File: config.mk
export PLATFORM = sky130hd
export DESIGN_NAME = col_burst_seq
export DESIGN_NICKNAME = d
export VERILOG_FILES = /design/src/rtl/csq_pkg.sv /design/src/rtl/csq_rst_sync.sv /design/src/rtl/csq_beat_ctrl.sv /design/src/rtl/csq_order_map.sv /design/src/rtl/col_burst_seq.sv
export SDC_FILE = /design/constraint.sdc
export NUM_CORES = 1
export LEC_CHECK = 0
export BUFFER_PORTS_ARGS = -buffer_cell sky130_fd_sc_hd__buf_4
export CAP_MARGIN = 20
export CELL_PAD_IN_SITES_DETAIL_PLACEMENT = 1
export CELL_PAD_IN_SITES_GLOBAL_PLACEMENT = 1
export CORE_ASPECT_RATIO = 1.5
export CORE_MARGIN = 5
export CORE_UTILIZATION = 39
export DETAILED_ROUTE_END_ITERATION = 12
export PLACE_DENSITY_LB_ADDON = 0.15
export SLEW_MARGIN = 20
export SYNTH_ARGS = -nofsm -noshare
export SYNTH_HDL_FRONTEND = slang
export SYNTH_SLANG_ARGS = --single-unit
File: constraint.sdc
create_clock -name clk -period 1.2 [get_ports clk]
set_input_delay 0.18 -clock clk [delete_from_list [all_inputs] [get_ports clk]]
set_output_delay 0.18 -clock clk [all_outputs]
set_load 0.01 [all_outputs]
File: src/rtl/csq_pkg.sv
package csq_pkg;
  localparam int BEAT_W = 3;
  localparam int SHORT_LEN = 4;
  localparam int LONG_LEN = 8;
  typedef logic [BEAT_W-1:0] beat_t;
  localparam beat_t SHORT_END = beat_t'(SHORT_LEN - 1);
  localparam beat_t LONG_END = beat_t'(LONG_LEN - 1);
endpackage

File: src/rtl/csq_rst_sync.sv
module csq_rst_sync #(
  parameter int STAGES = 2
) (
  input  logic clk,
  input  logic rst_n,
  output logic rst_sync_n
);
  logic [STAGES-1:0] pipe_q;

  always_ff @(posedge clk or negedge rst_n) begin
    if (!rst_n) pipe_q <= '0;
    else        pipe_q <= {pipe_q[STAGES-2:0], 1'b1};
  end

  assign rst_sync_n = pipe_q[STAGES-1];
endmodule

File: src/rtl/csq_beat_ctrl.sv
module csq_beat_ctrl
  import csq_pkg::*;
(
  input  logic  clk,
  input  logic  rst_n,
  input  logic  go_i,
  input  logic  len8_i,
  output logic  take_o,
  output logic  busy_o,
  output logic  last_o,
  output logic  len8_o,
  output beat_t beat_o
);
  logic  busy_q, busy_d;
  logic  len8_q, len8_d;
  beat_t beat_q, beat_d;
  logic  ena;
  logic  at_end;

  assign at_end = busy_q && (beat_q == (len8_q ? LONG_END : SHORT_END));
  assign take_o = go_i && (!busy_q || at_end);
  assign ena    = take_o || busy_q;

  always_comb begin
    busy_d = busy_q;
    len8_d = len8_q;
    beat_d = beat_q;
    if (take_o) begin
      busy_d = 1'b1;
      len8_d = len8_i;
      beat_d = '0;
    end else if (at_end) begin
      busy_d = 1'b0;
    end else begin
      beat_d = beat_q + beat_t'(1);
    end
  end

  always_ff @(posedge clk or negedge rst_n) begin
    if (!rst_n) begin
      busy_q <= 1'b0;
      len8_q <= 1'b0;
      beat_q <= '0;
    end else if (ena) begin
      busy_q <= busy_d;
      len8_q <= len8_d;
      beat_q <= beat_d;
    end
  end

  assign busy_o = busy_q;
  assign last_o = at_end;
  assign len8_o = len8_q;
  assign beat_o = beat_q;
endmodule

File: src/rtl/csq_order_map.sv
module csq_order_map
  import csq_pkg::*;
(
  input  beat_t base_i,
  input  beat_t idx_i,
  input  logic  ilv_i,
  output beat_t col_o
);
  logic [1:0] low_seq;
  logic [1:0] low_ilv;

  always_comb begin
    low_seq = base_i[1:0] + idx_i[1:0];
    low_ilv = base_i[1:0] ^ idx_i[1:0];
    col_o[2] = base_i[2] ^ idx_i[2];
    col_o[1:0] = ilv_i ? low_ilv : low_seq;
  end
endmodule

File: src/rtl/col_burst_seq.sv
module col_burst_seq
  import csq_pkg::*;
#(
  parameter int COL_W = 10
) (
  input  logic             clk,
  input  logic             rst_n,
  input  logic             burst_go_i,
  input  logic [COL_W-1:0] start_col_i,
  input  logic             eight_beat_i,
  input  logic             interleave_i,
  output logic [COL_W-1:0] beat_col_o,
  output logic             beat_valid_o,
  output logic             beat_last_o
);
  localparam int UP_W = COL_W - BEAT_W;

  logic             rst_sync_n;
  logic             take;
  logic             busy;
  logic             last;
  logic             len8_q;
  beat_t            beat_q;
  logic [COL_W-1:0] base_q, base_d;
  logic             ilv_q, ilv_d;
  beat_t            low_col;

  csq_rst_sync #(.STAGES(2)) u_rst (
    .clk        (clk),
    .rst_n      (rst_n),
    .rst_sync_n (rst_sync_n)
  );

  csq_beat_ctrl u_ctrl (
    .clk    (clk),
    .rst_n  (rst_sync_n),
    .go_i   (burst_go_i),
    .len8_i (eight_beat_i),
    .take_o (take),
    .busy_o (busy),
    .last_o (last),
    .len8_o (len8_q),
    .beat_o (beat_q)
  );

  always_comb begin
    base_d = base_q;
    ilv_d  = ilv_q;
    if (take) begin
      base_d = start_col_i;
      ilv_d  = interleave_i;
    end
  end

  always_ff @(posedge clk or negedge rst_sync_n) begin
    if (!rst_sync_n) begin
      base_q <= '0;
      ilv_q  <= 1'b0;
    end else if (take) begin
      base_q <= base_d;
      ilv_q  <= ilv_d;
    end
  end

  csq_order_map u_map (
    .base_i (base_q[BEAT_W-1:0]),
    .idx_i  (beat_q),
    .ilv_i  (ilv_q),
    .col_o  (low_col)
  );

  assign beat_col_o   = {base_q[COL_W-1 -: UP_W], low_col};
  assign beat_valid_o = busy;
  assign beat_last_o  = last;
endmodule

; Yosys cells after proc, flatten, opt, wreduce, memory -nomap -nowiden
; Cells that the tools add are included.
; W data, S select, Z words.
[op_classes]
muxes = 6
eq_ne = 2
add_sub_neg = 2
reduce_logical = 9
bitwise_logic = 2
[ops]
columns = op, n
row1 = $mux W3, 3
row2 = $reduce_and A2 Y1, 3
row3 = $add A3 B1 Y3 const B, 1
row4 = $eq A3 B3 Y1, 1
row5 = $add A2 B2 Y2, 1
row6 = $logic_and A1 B1 Y1, 2
row7 = $logic_or A1 B1 Y1, 2
row8 = $mux W1, 2
row9 = $mux W2, 1
row10 = $ne A2 B1 Y1 const B, 1
row11 = $reduce_bool A2 Y1, 1
row12 = $xor A2 B2 Y2, 1
row13 = $logic_not A1 Y1, 1
row14 = $xor A1 B1 Y1, 1
[word_totals]
ff_bits = 18
in_bits = 15

; Longest topological paths before layout
; Gate-level depths: netlist of run 1.
[depth]
depth_word = 7
mapped_depth = 5

; Cells and area by module
; From an unflattened synthesis of run 1, not the netlist that was laid out.
[hier_totals]
cells_unflattened = 65
hier_area_um2 = 872.1
[modules_own_cells]
columns = mod, cells_per_inst, seq_area_each_um2, area_per_inst_um2, n_inst
row1 = col_burst_seq, 30, 275.3, 500.5, 1
row2 = csq_beat_ctrl, 27, 125.1, 272.8, 1
row3 = csq_rst_sync, 3, 50.0, 53.8, 1
row4 = csq_order_map, 5, 0.0, 45.0, 1

; Least setup slack after synthesis of run 1
; Ideal clock, no wire load.
[synth_path]
path_kind = reg2reg
start = reg u_ctrl.beat_q[0], in the netlist u_ctrl.beat_o[0]
end = reg u_ctrl.len8_q, in the netlist u_ctrl.len8_o
stages_incl_launch_ff = 6
arrival_time_ns = 1.212
setup_slack_ns = -0.134
required_ns = 1.078
cell_sequence = dfrtp_1 -> ha_1 -> buf_2 -> nand2_1 -> a211o_1 -> a32o_1
[synth_via]
elab_chain_cells = 6
[synth_lines]
columns = element, line
row1 = "start, declared", csq_beat_ctrl.sv:16  ; beat_t beat_q, beat_d;
row2 = "start signal, assigned", csq_beat_ctrl.sv:47  ; beat_q <= beat_d;
row3 = $eq A3 B3 Y1 (*), csq_beat_ctrl.sv:20  ; assign at_end = busy_q && (beat_q == (len8_q ? LONG_END : SHORT_END));
row4 = $logic_and A1 B1 Y1 (*), csq_beat_ctrl.sv:20
row5 = $logic_or A1 B1 Y1 (*), csq_beat_ctrl.sv:21  ; assign take_o = go_i && (!busy_q || at_end);
row6 = $logic_and A1 B1 Y1 (*), csq_beat_ctrl.sv:21
row7 = $logic_or A1 B1 Y1, csq_beat_ctrl.sv:22  ; assign ena = take_o || busy_q;
row8 = $reduce_and A2 Y1 (no source line) (*), --
row9 = "end signal, assigned", csq_beat_ctrl.sv:46  ; len8_q <= len8_d;
row10 = "end, declared", csq_beat_ctrl.sv:15  ; logic len8_q, len8_d;
; Mark *: on every way between the ends. The rest lies on a longest branch, timed or not.
; A chain may end at the register's enable or synchronous reset.

; Final worst setup path of run 1
[layout_path]
start = reg u_ctrl.beat_q[0], in the netlist u_ctrl.beat_o[0]
end = out beat_col_o[1]
[layout_via]
elab_chain_cells = 2
[layout_lines]
columns = element, line
row1 = $add A2 B2 Y2, csq_order_map.sv:13  ; low_seq = base_i[1:0] + idx_i[1:0];
row2 = $mux W2, csq_order_map.sv:16  ; col_o[1:0] = ilv_i ? low_ilv : low_seq;
row3 = "end, declared", col_burst_seq.sv:12  ; output logic [COL_W-1:0] beat_col_o,
; Every way passes these cells.

==> results of run 1 <==
## stage by stage
stage               area [um^2]  instances
CTS                        1700        196
detailed placement         1500        184
finish                     1780        199
global route               1780        199
global placement           1500        184
floorplan                  1200        120
## flip-flops by register name (all words and copies together) (netlist names)
signal,cells
u_ctrl.len8_o,1
u_ctrl.beat_o,3
u_rst.pipe_q,2
ilv_q,1
u_ctrl.busy_o,1
base_q,10
## cells by family (layout without fill, tap and decap cells)
logic type | Yosys count | after routing | share of synthesized area [%]
buf+inv | 20 | 62 | 9.54
mux | 1 | 1 | 0.898
flops | 18 | 18 | 40.4
xor+xnor | 4 | 4 | 3.82
other cells | 1 | 1 | 0.336
fa+ha+maj | 2 | 2 | 2.24
compound gates | 31 | 31 | 22.0
simple gates | 43 | 43 | 20.8
## area by class of cell
cell class / instances / area share (%)
Timing Repair Buffer: 56 / 29.3
Multi-Input combinational cell: 82 / 39.9
Clock buffer: 3 / 2.32
Sequential cell: 18 / 25.3
Tap cell: 37 / 2.60
Inverter: 3 / 0.633
## cell usage in the layout (no fill, tap or decap), drive strengths merged, types with 3 or more instances in the layout
cell type / synthesis / final
buf: 12 / 54
dfrtp: 18 / 18
nand2: 15 / 15
nor2b: 14 / 14
nand4: 11 / 11
o211ai: 11 / 11
a221oi: 11 / 11
clkbuf: 5 / 4
xnor2: 3 / 3
inv: 3 / 3
o21ai: 3 / 3
## routing by layer
| layer | vias up | track usage [%] | share of wire [%] |
|---|---|---|---|
| li1 | 527 | - | - |
| met1 | 568 | 25.2 | 40 |
| met2 | 41 | 38.5 | 54 |
| met3 | 9 | 2.94 | 4.3 |
| met4 | 0 | 11.1 | 2.5 |
| met5 | - | 0 | 0 |
## synth_stat cells (all sizes together), types with 2 or more instances
| library cell | instances | area, um^2 |
|---|---|---|
| dfrtp | 18 | 450 |
| nand2 | 15 | 56.3 |
| nor2b | 14 | 87.6 |
| buf | 12 | 76.3 |
| a221oi | 11 | 96.3 |
| nand4 | 11 | 68.8 |
| o211ai | 11 | 82.6 |
| clkbuf | 5 | 18.8 |
| inv | 3 | 11.3 |
| o21ai | 3 | 15.0 |
| xnor2 | 3 | 33.8 |
| ha | 2 | 25.0 |
## where the power goes
| group | leakage [nW] | switching [mW] | internal (mW) |
|---|---|---|---|
| registers | 0.184 | 0.195 | 0.783 |
| clock network | 0.0216 | 0.209 | 0.224 |
| logic | 0.560 | 1.58 | 1.92 |
| total | 0.765 | 1.98 | 2.93 |
## worst max-delay path: stages, from the launching register on
cell,delay [ns]
dfrtp_1,0.40
buf_6,0.13
ha_4,0.14
nor2b_4,0.12
xnor2_2,0.16
buf_4,0.15
## path summary, 6_finish.rpt
kind / from / endpoint / slack [ns]
setup / recovery: u_ctrl.beat_o[0] / beat_col_o[1] / -0.34
hold / removal: start_col_i[6] / base_q[6] / 0.17
setup reg to reg: u_ctrl.beat_o[0] / u_ctrl.beat_o[2] / -0.25
hold reg to reg: u_rst.pipe_q[1] / u_ctrl.beat_o[1] / 0.19
max in group asynchronous: u_rst.pipe_q[1] / base_q[4] / 0.81
min in group asynchronous: u_rst.pipe_q[1] / u_ctrl.beat_o[1] / 0.19
## what timing repair did
action,4_1_cts,5_1_grt
buffers inserted,8,3
cloned,1,1
hold buffers,1,0
hold endpoints to repair,2,0
resized for setup,16,5
pin swaps,11,6
endpoints found under the setup margin,17,20
==> impl_metrics.tcl, run 1 <==
set metrics [dict create \
    layout_min_cycle_time_ns 1.54 \
    maxCapViolCount 0 \
    dp_slack_ns -0.172 \
    grt_max_degree 25 \
    clock_sinks 18 \
    gp_congestion 0.734 \
    grt_overflow 0 \
    gr-usage-all-layers_pct 21.8 \
    synth_area_mm2 0.00111 \
    fin_setup_tns_ns -3.44 \
    whs_ns 0.172 \
    fmax_ghz 0.650 \
    ant_nets 0 \
    arrival_ns 1.36 \
    initial_utilization_pct 41.2 \
    die_w_um 53.7 \
    ir_drop_mv 2.17 \
    clk_latency_ns 0.26 \
    final.period_utilization_pct 128 \
    synthFlopType "dfrtp_1" \
    drc 0 \
    fin_skew_ns 0.00453 \
    dieArea_mm2 0.00405 \
    endpoint_kind "output pin" \
    antenna-diode-count 0 \
    synth.distinct_cells 27 \
    root_buffer "clkbuf_8" \
    post_route_cells_drive_above_1_share_pct 47.5 \
    path_class "register to output pin" \
    async_flop_share_pct 100 \
    total_power_mw 4.91 \
    portBuffers 26 \
    syn2layout_area_growth_pct 59.6 \
    num_vias 1145 \
    grt_pass1_wl_mm 6.18 \
    nFillCells 303 \
    r2r_cells 7 \
    slew_violations 0 \
    power_density_mw_per_mm2 2760 \
    rsz0062_at_grt "true" \
    htreeDepth 1 \
    rows 23 \
    dr.pass1.iters 4 \
    p_leak_nw 0.765 \
    die_h_um 75.5 \
    synth-seq-cells 18 \
    synth_cells 120 \
    antenna_found_initial 0 \
    grt_pass1_vias 1191 \
    crit_path_start_kind "register" \
    yosys_warnings 0 \
    synth_edf_count 0 \
    clk_pin_slew_worst_paths_ns 0.06 \
    routed_via_density 5.75 \
    avgSynthCellArea_um2 9.29 \
    multi_input_comb_area_um2 709 \
    final_util_pct 65.8 \
    fin_ws_ns -0.338 \
    io_pins 27 \
    violations "negative setup slack" \
    post-dp-hpwl_mm 2.31 \
    setup_viol 20 \
    drt_iter0_markers 24 \
    core_area_mm2 0.00271 \
    hp-class "input port to register" \
    crit_required_ns 1.02 \
    cp_max_fo 2 \
    final_nets 181 \
    cts_max_path_buffers 2 \
    hold_viol 0 \
    cts_buffers 3 \
    synth_nets 137 \
    tritoncts "done" \
    holdPathStages 3 \
    wl_per_cell_um 19.8 \
    status "complete, but fails checks" \
    wl_mm 3.95 \
    yosysSeqAreaShare_pct 40.4 \
    seq_area_um2 450 \
]
(Power assumes the default switching activity.)
==> inputs of run 2 (changes only) <==
==> constraint.sdc (replaced) <==
create_clock -name clk -period 1.2 [get_ports clk]
set_input_delay 0.18 -clock clk [delete_from_list [all_inputs] [get_ports clk]]
set_output_delay 0.18 -clock clk [all_outputs]
set_load 0.02 [all_outputs]
==> run 2 against run 1 <==
  * The run still ends with negative setup slack left
  * Flip-flop and latch count stayed put
  * Fmax rose by 3.9%
  * Largest cell class unchanged
  * Non-clock buffer count decreased by 5
  * Via count decreased by 3.1%
  * Sequential share of layout area rose by 1.6 points
  * Critical endpoint unchanged
  * Worst setup slack improved by 0.058 ns
  * Critical path type unchanged
  * Critical path depth down 2
  * Sequential power up 2%
  * Combinational power shrank 15%
==> impl_metrics.tcl, run 2 (synthesis gave the netlist of run 1 again) <==
set metrics [dict create \
    antenna_found_initial 0 \
    nFillCells 315 \
    fin_ws_ns -0.280 \
    grt_pass1_vias 1207 \
    initial_utilization_pct 41.2 \
    maxCapViolCount 0 \
    cp_top_family "flip-flops" \
    die_h_um 75.5 \
    fin_setup_tns_ns -3.49 \
    dieArea_mm2 0.00405 \
    layout_min_cycle_time_ns 1.48 \
    core_area_mm2 0.00271 \
    grt_pass1_wl_mm 5.72 \
    post-dp-hpwl_mm 2.39 \
    crit_required_ns 1.02 \
    whs_ns 0.173 \
    dp_slack_ns -0.232 \
    setup_viol 20 \
    grt_overflow 0 \
    routed_via_density 5.69 \
    wl_per_cell_um 19.4 \
    ir_drop_mv 1.69 \
    cts_buffers 3 \
    dr.pass1.iters 4 \
    clk_pin_slew_worst_paths_ns 0.08 \
    num_vias 1109 \
    hold_path.startpoint "start_col_i[7]" \
    slew_violations 0 \
    cp_num_buf_inv 1 \
    gp_congestion 0.792 \
    hp-class "input port to register" \
    gr-usage-all-layers_pct 19.1 \
    grt_max_degree 25 \
    largest_reg_flops 10 \
    rows 23 \
    power_density_mw_per_mm2 2680 \
    critical_path.startpoint "base_q[1]" \
    crit_path_start_kind "register" \
    drc 0 \
    syn2layout_area_growth_pct 50.7 \
    status "complete, but fails checks" \
    multi_input_comb_area_um2 686 \
    clock_sinks 18 \
    drt_iter0_markers 22 \
    rr_startpoint "u_ctrl.beat_o[0]" \
    cp_max_fo 4 \
    antenna-diode-count 0 \
    final_nets 176 \
    crit_chain "xnor2_4 -> xnor2_2 -> buf_4" \
    violations "negative setup slack" \
    root_buffer "clkbuf_8" \
    final_cell_area_mm2 0.00168 \
    fmax_ghz 0.676 \
    final_common_cell "buf_4" \
    cts_max_path_buffers 2 \
    largest_register "base_q" \
    clk_latency_ns 0.26 \
    portBuffers 26 \
    die_w_um 53.7 \
    seq_area_um2 453 \
    crit_path_max_incr_delay_ns 0.49 \
    arrival_ns 1.30 \
    ant_nets 0 \
    final_util_pct 62.1 \
    post_route_cells_drive_above_1_share_pct 48.1 \
    cpMaxStageDelayCell "dfrtp_1" \
    fin_skew_ns 0.00614 \
    hold_viol 0 \
    tritoncts "done" \
    wl_mm 3.78 \
    io_pins 27 \
    dpl-instance-area_mm2 0.00150 \
    final.period_utilization_pct 123 \
    rsz0062_at_grt "true" \
    endpoint_kind "output pin" \
    path_class "register to output pin" \
    htreeDepth 1 \
    p_leak_nw 0.711 \
    final_cell_mix "buf_4, dfrtp_1, nand2_1" \
]
-- run 2: cell count changes in the layout (fill, tap and decap cells not counted), sizes merged --
| cell | before | now |
|---|---|---|
| buf | 54 | 50 |
-- run 2: final timing paths --
check	end	slack (ns)	cells past startpoint
setup / recovery	beat_col_o[1]	-0.28	3
hold / removal	base_q[7]	0.17	3
setup reg to reg	base_q[2]	-0.25	5
hold reg to reg	u_ctrl.beat_o[2]	0.18	1
max in group asynchronous	u_ctrl.busy_o	0.81	1
min in group asynchronous	u_ctrl.beat_o[2]	0.18	1
-- run 2: cell type report --
class	count	share of cell area [%]
Tap cell	37	2.76
Clock buffer	4	3.28
Multi-Input combinational cell	82	40.8
Sequential cell	18	27.0
Timing Repair Buffer	51	25.5
Inverter	3	0.670
-- run 2: stage by stage --
stage               cells  power (mW)
CTS                   194        4.27
floorplan             120        2.64
global route          195        4.78
global placement      184        3.35
finish                195        4.51
detailed placement    184        3.50
-- run 2: power breakdown --
group | switching (mW) | internal (mW)
Clock | 0.233 | 0.292
Combinational | 1.52 | 1.47
Sequential | 0.209 | 0.787
-- run 2: what timing repair did --
| item | in CTS | in global routing |
|---|---|---|
| buffers inserted | 5 | 1 |
| hold endpoints to repair | 2 | 0 |
| hold buffers | 1 | 0 |
| resized for setup | 8 | 7 |
| pin swaps | 5 | 3 |
| endpoints found under the setup margin | 19 | 21 |
-- run 2: worst register-to-register path, stage by stage, from the launching register on --
cell      delay, ns
dfrtp_2        0.41
ha_2           0.26
nor2b_1        0.10
buf_4          0.19
a221oi_2       0.24
o211ai_1       0.12
-- run 2: metal layers --
layer	routed length, um	share of wire (%)	GRT usage (%)
met3	118	3.1	3.13
met2	2040	54	33.0
met5	0	0	0
met4	25	0.66	5.68
met1	1590	42	24.0
==> inputs of run 3 (changes only) <==
--- a/config.mk
+++ b/config.mk
@@ -11,7 +11,8 @@
 export CELL_PAD_IN_SITES_GLOBAL_PLACEMENT = 1
 export CORE_ASPECT_RATIO = 1.5
 export CORE_MARGIN = 5
-export CORE_UTILIZATION = 39
+export CORE_UTILIZATION = 41
+export CTS_BUF_LIST = sky130_fd_sc_hd__clkbuf_2
 export DETAILED_ROUTE_END_ITERATION = 12
 export PLACE_DENSITY_LB_ADDON = 0.15
 export SLEW_MARGIN = 20
==> run 3 against run 2 <==
  * The run still ends with negative setup slack left
  * Sequential power is 2.2% lower
  * Cell count increased by 3.6%
  * Combinational power grew 8.4%
  * Clock power is 47% lower
  * Via count grew 3.5%
  * Wire length grew 3.7%
  * Power is 0.40% lower
  * Cell area grew 2.7%
  * First-iteration DRC count fell by 64%
  * Flip-flop and latch count stayed put
  * Global-route usage is 3.4 points higher
==> impl_metrics.tcl, run 3 (synthesis gave the netlist of run 1 again) <==
set metrics [dict create \
    hold_path.startpoint "start_col_i[6]" \
    dpl-instance-area_mm2 0.00151 \
    ant_nets 0 \
    dieArea_mm2 0.00388 \
    clock_sinks 18 \
    fin_skew_ns 0.00233 \
    tritoncts "done" \
    cp_num_buf_inv 2 \
    r2r_cells 7 \
    status "complete, but fails checks" \
    final.period_utilization_pct 130 \
    die_h_um 73.9 \
    maxCapViolCount 0 \
    final_cell_count_no_fill 202 \
    path_class "register to output pin" \
    antenna-diode-count 0 \
    grt_max_degree 18 \
    setup_viol 20 \
    wl_met1_mm 1.52 \
    crit_path_max_incr_delay_ns 0.47 \
    wl_per_cell_um 19.4 \
    power_density_mw_per_mm2 2600 \
    syn2layout_area_growth_pct 54.8 \
    initial_utilization_pct 42.1 \
    fmax_ghz 0.640 \
    cts_max_path_buffers 2 \
    ir_drop_mv 1.93 \
    routed_via_density 5.68 \
    post-dp-hpwl_mm 2.51 \
    drt_iter0_markers 8 \
    grt_pass1_vias 1266 \
    timing.rr.end "ilv_q" \
    hold_viol 0 \
    holdPathStages 3 \
    violations "negative setup slack" \
    num_vias 1148 \
    gr-usage-all-layers_pct 22.4 \
    whs_ns 0.118 \
    clk_pin_slew_worst_paths_ns 0.17 \
    fin_ws_ns -0.362 \
    dr_wl_met2_mm 2.22 \
    cp_top_family "flip-flops" \
    root_buffer "clkbuf_2" \
    reg2reg_slack_ns -0.34 \
    io_pins 27 \
    final_nets 183 \
    grt_pass1_wl_mm 6.28 \
    rows 23 \
    core_area_mm2 0.00265 \
    p_leak_nw 0.743 \
    crit_required_ns 1.02 \
    dr.pass1.iters 4 \
    antenna_found_initial 0 \
    clk_latency_ns 0.30 \
    grt_overflow 0 \
    layout_min_cycle_time_ns 1.56 \
    cpMostUsedCell "buf_6" \
    whs_endpoint "base_q[6]" \
    post_route_cells_drive_above_1_share_pct 50.9 \
    hp-class "input port to register" \
    top_layer "met4" \
    rr_startpoint "u_ctrl.beat_o[0]" \
    final_cell_area_mm2 0.00173 \
    die_w_um 52.6 \
    crit_chain "ha_2 -> buf_6 -> and3_4 -> buf_6" \
    dp_slack_ns -0.162 \
    cts_buffers 3 \
    htreeDepth 1 \
    wl_mm 3.92 \
    arrival_ns 1.38 \
    dr_wl_met3_um 132 \
    final_common_cell "buf_4" \
    largest_reg_flops 10 \
    largest_register "base_q" \
    cpMaxStageDelayCell "dfrtp_2" \
    portBuffers 26 \
    cp_max_fo 3 \
    drc 0 \
    dp_cells 188 \
    rsz0062_at_grt "true" \
    slew_violations 0 \
    final_cell_mix "buf_4, dfrtp_1, nand2_1" \
    endpoint_kind "output pin" \
    gp_congestion 0.797 \
    crit_path_start_kind "register" \
]
-- run 3: stage by stage --
step                util (%)  power [mW]  TNS [ns]
floorplan                  -        2.64    -0.176
global placement        57.2        3.40    -0.794
detailed placement      57.2        3.54     -1.59
CTS                     63.5        4.31     -4.20
global route            65.2        4.79     -6.46
finish                  65.2        4.49     -4.91
-- run 3: final cells by class --
cell class / count / area, um^2
clock buffers: 4 / 20.0
fillers: 289 / 922
inverters: 3 / 11.3
multi-input cells: 82 / 699
flip-flops and latches: 18 / 453
well taps: 37 / 46.3
repair buffers: 58 / 495
-- run 3: report_power, final --
group | total (mW) | switching [mW] | internal [mW]
clock network | 0.279 | 0.190 | 0.0883
registers | 0.974 | 0.189 | 0.786
logic | 3.24 | 1.58 | 1.66
total | 4.49 | 1.96 | 2.53
-- run 3: timing repair --
| action | CTS | global route |
|---|---|---|
| hold buffers | 1 | 0 |
| hold endpoints to repair | 2 | 0 |
| gates resized for setup | 24 | 4 |
| gates cloned | 0 | 0 |
| buffers inserted | 6 | 4 |
| endpoints found under the setup margin | 20 | 21 |
| pin swaps | 16 | 2 |
-- run 3: worst max path at each step --
stage               cells after the start             to  slack, ns             start
global placement                        5  u_ctrl.len8_o       -0.1  u_ctrl.beat_o[0]
floorplan                               5  u_ctrl.len8_o      -0.07  u_ctrl.beat_o[0]
CTS                                     4  beat_col_o[1]      -0.37         base_q[0]
detailed placement                      5          ilv_q      -0.16  u_ctrl.beat_o[0]
finish                                  4    beat_last_o      -0.36  u_ctrl.beat_o[0]
global route                            4    beat_last_o      -0.43  u_ctrl.beat_o[0]
-- run 3: metal layers --
layer	vias up	track usage [%]
met5	-	0
met4	0	11.1
met3	4	3.25
met2	28	43.1
met1	585	22.4
li1	531	-
-- run 3: tightest hold or removal path, cell delays in order --
cell	delay (ns)
buf_4	0.09
a221oi_2	0.05
o211ai_1	0.08
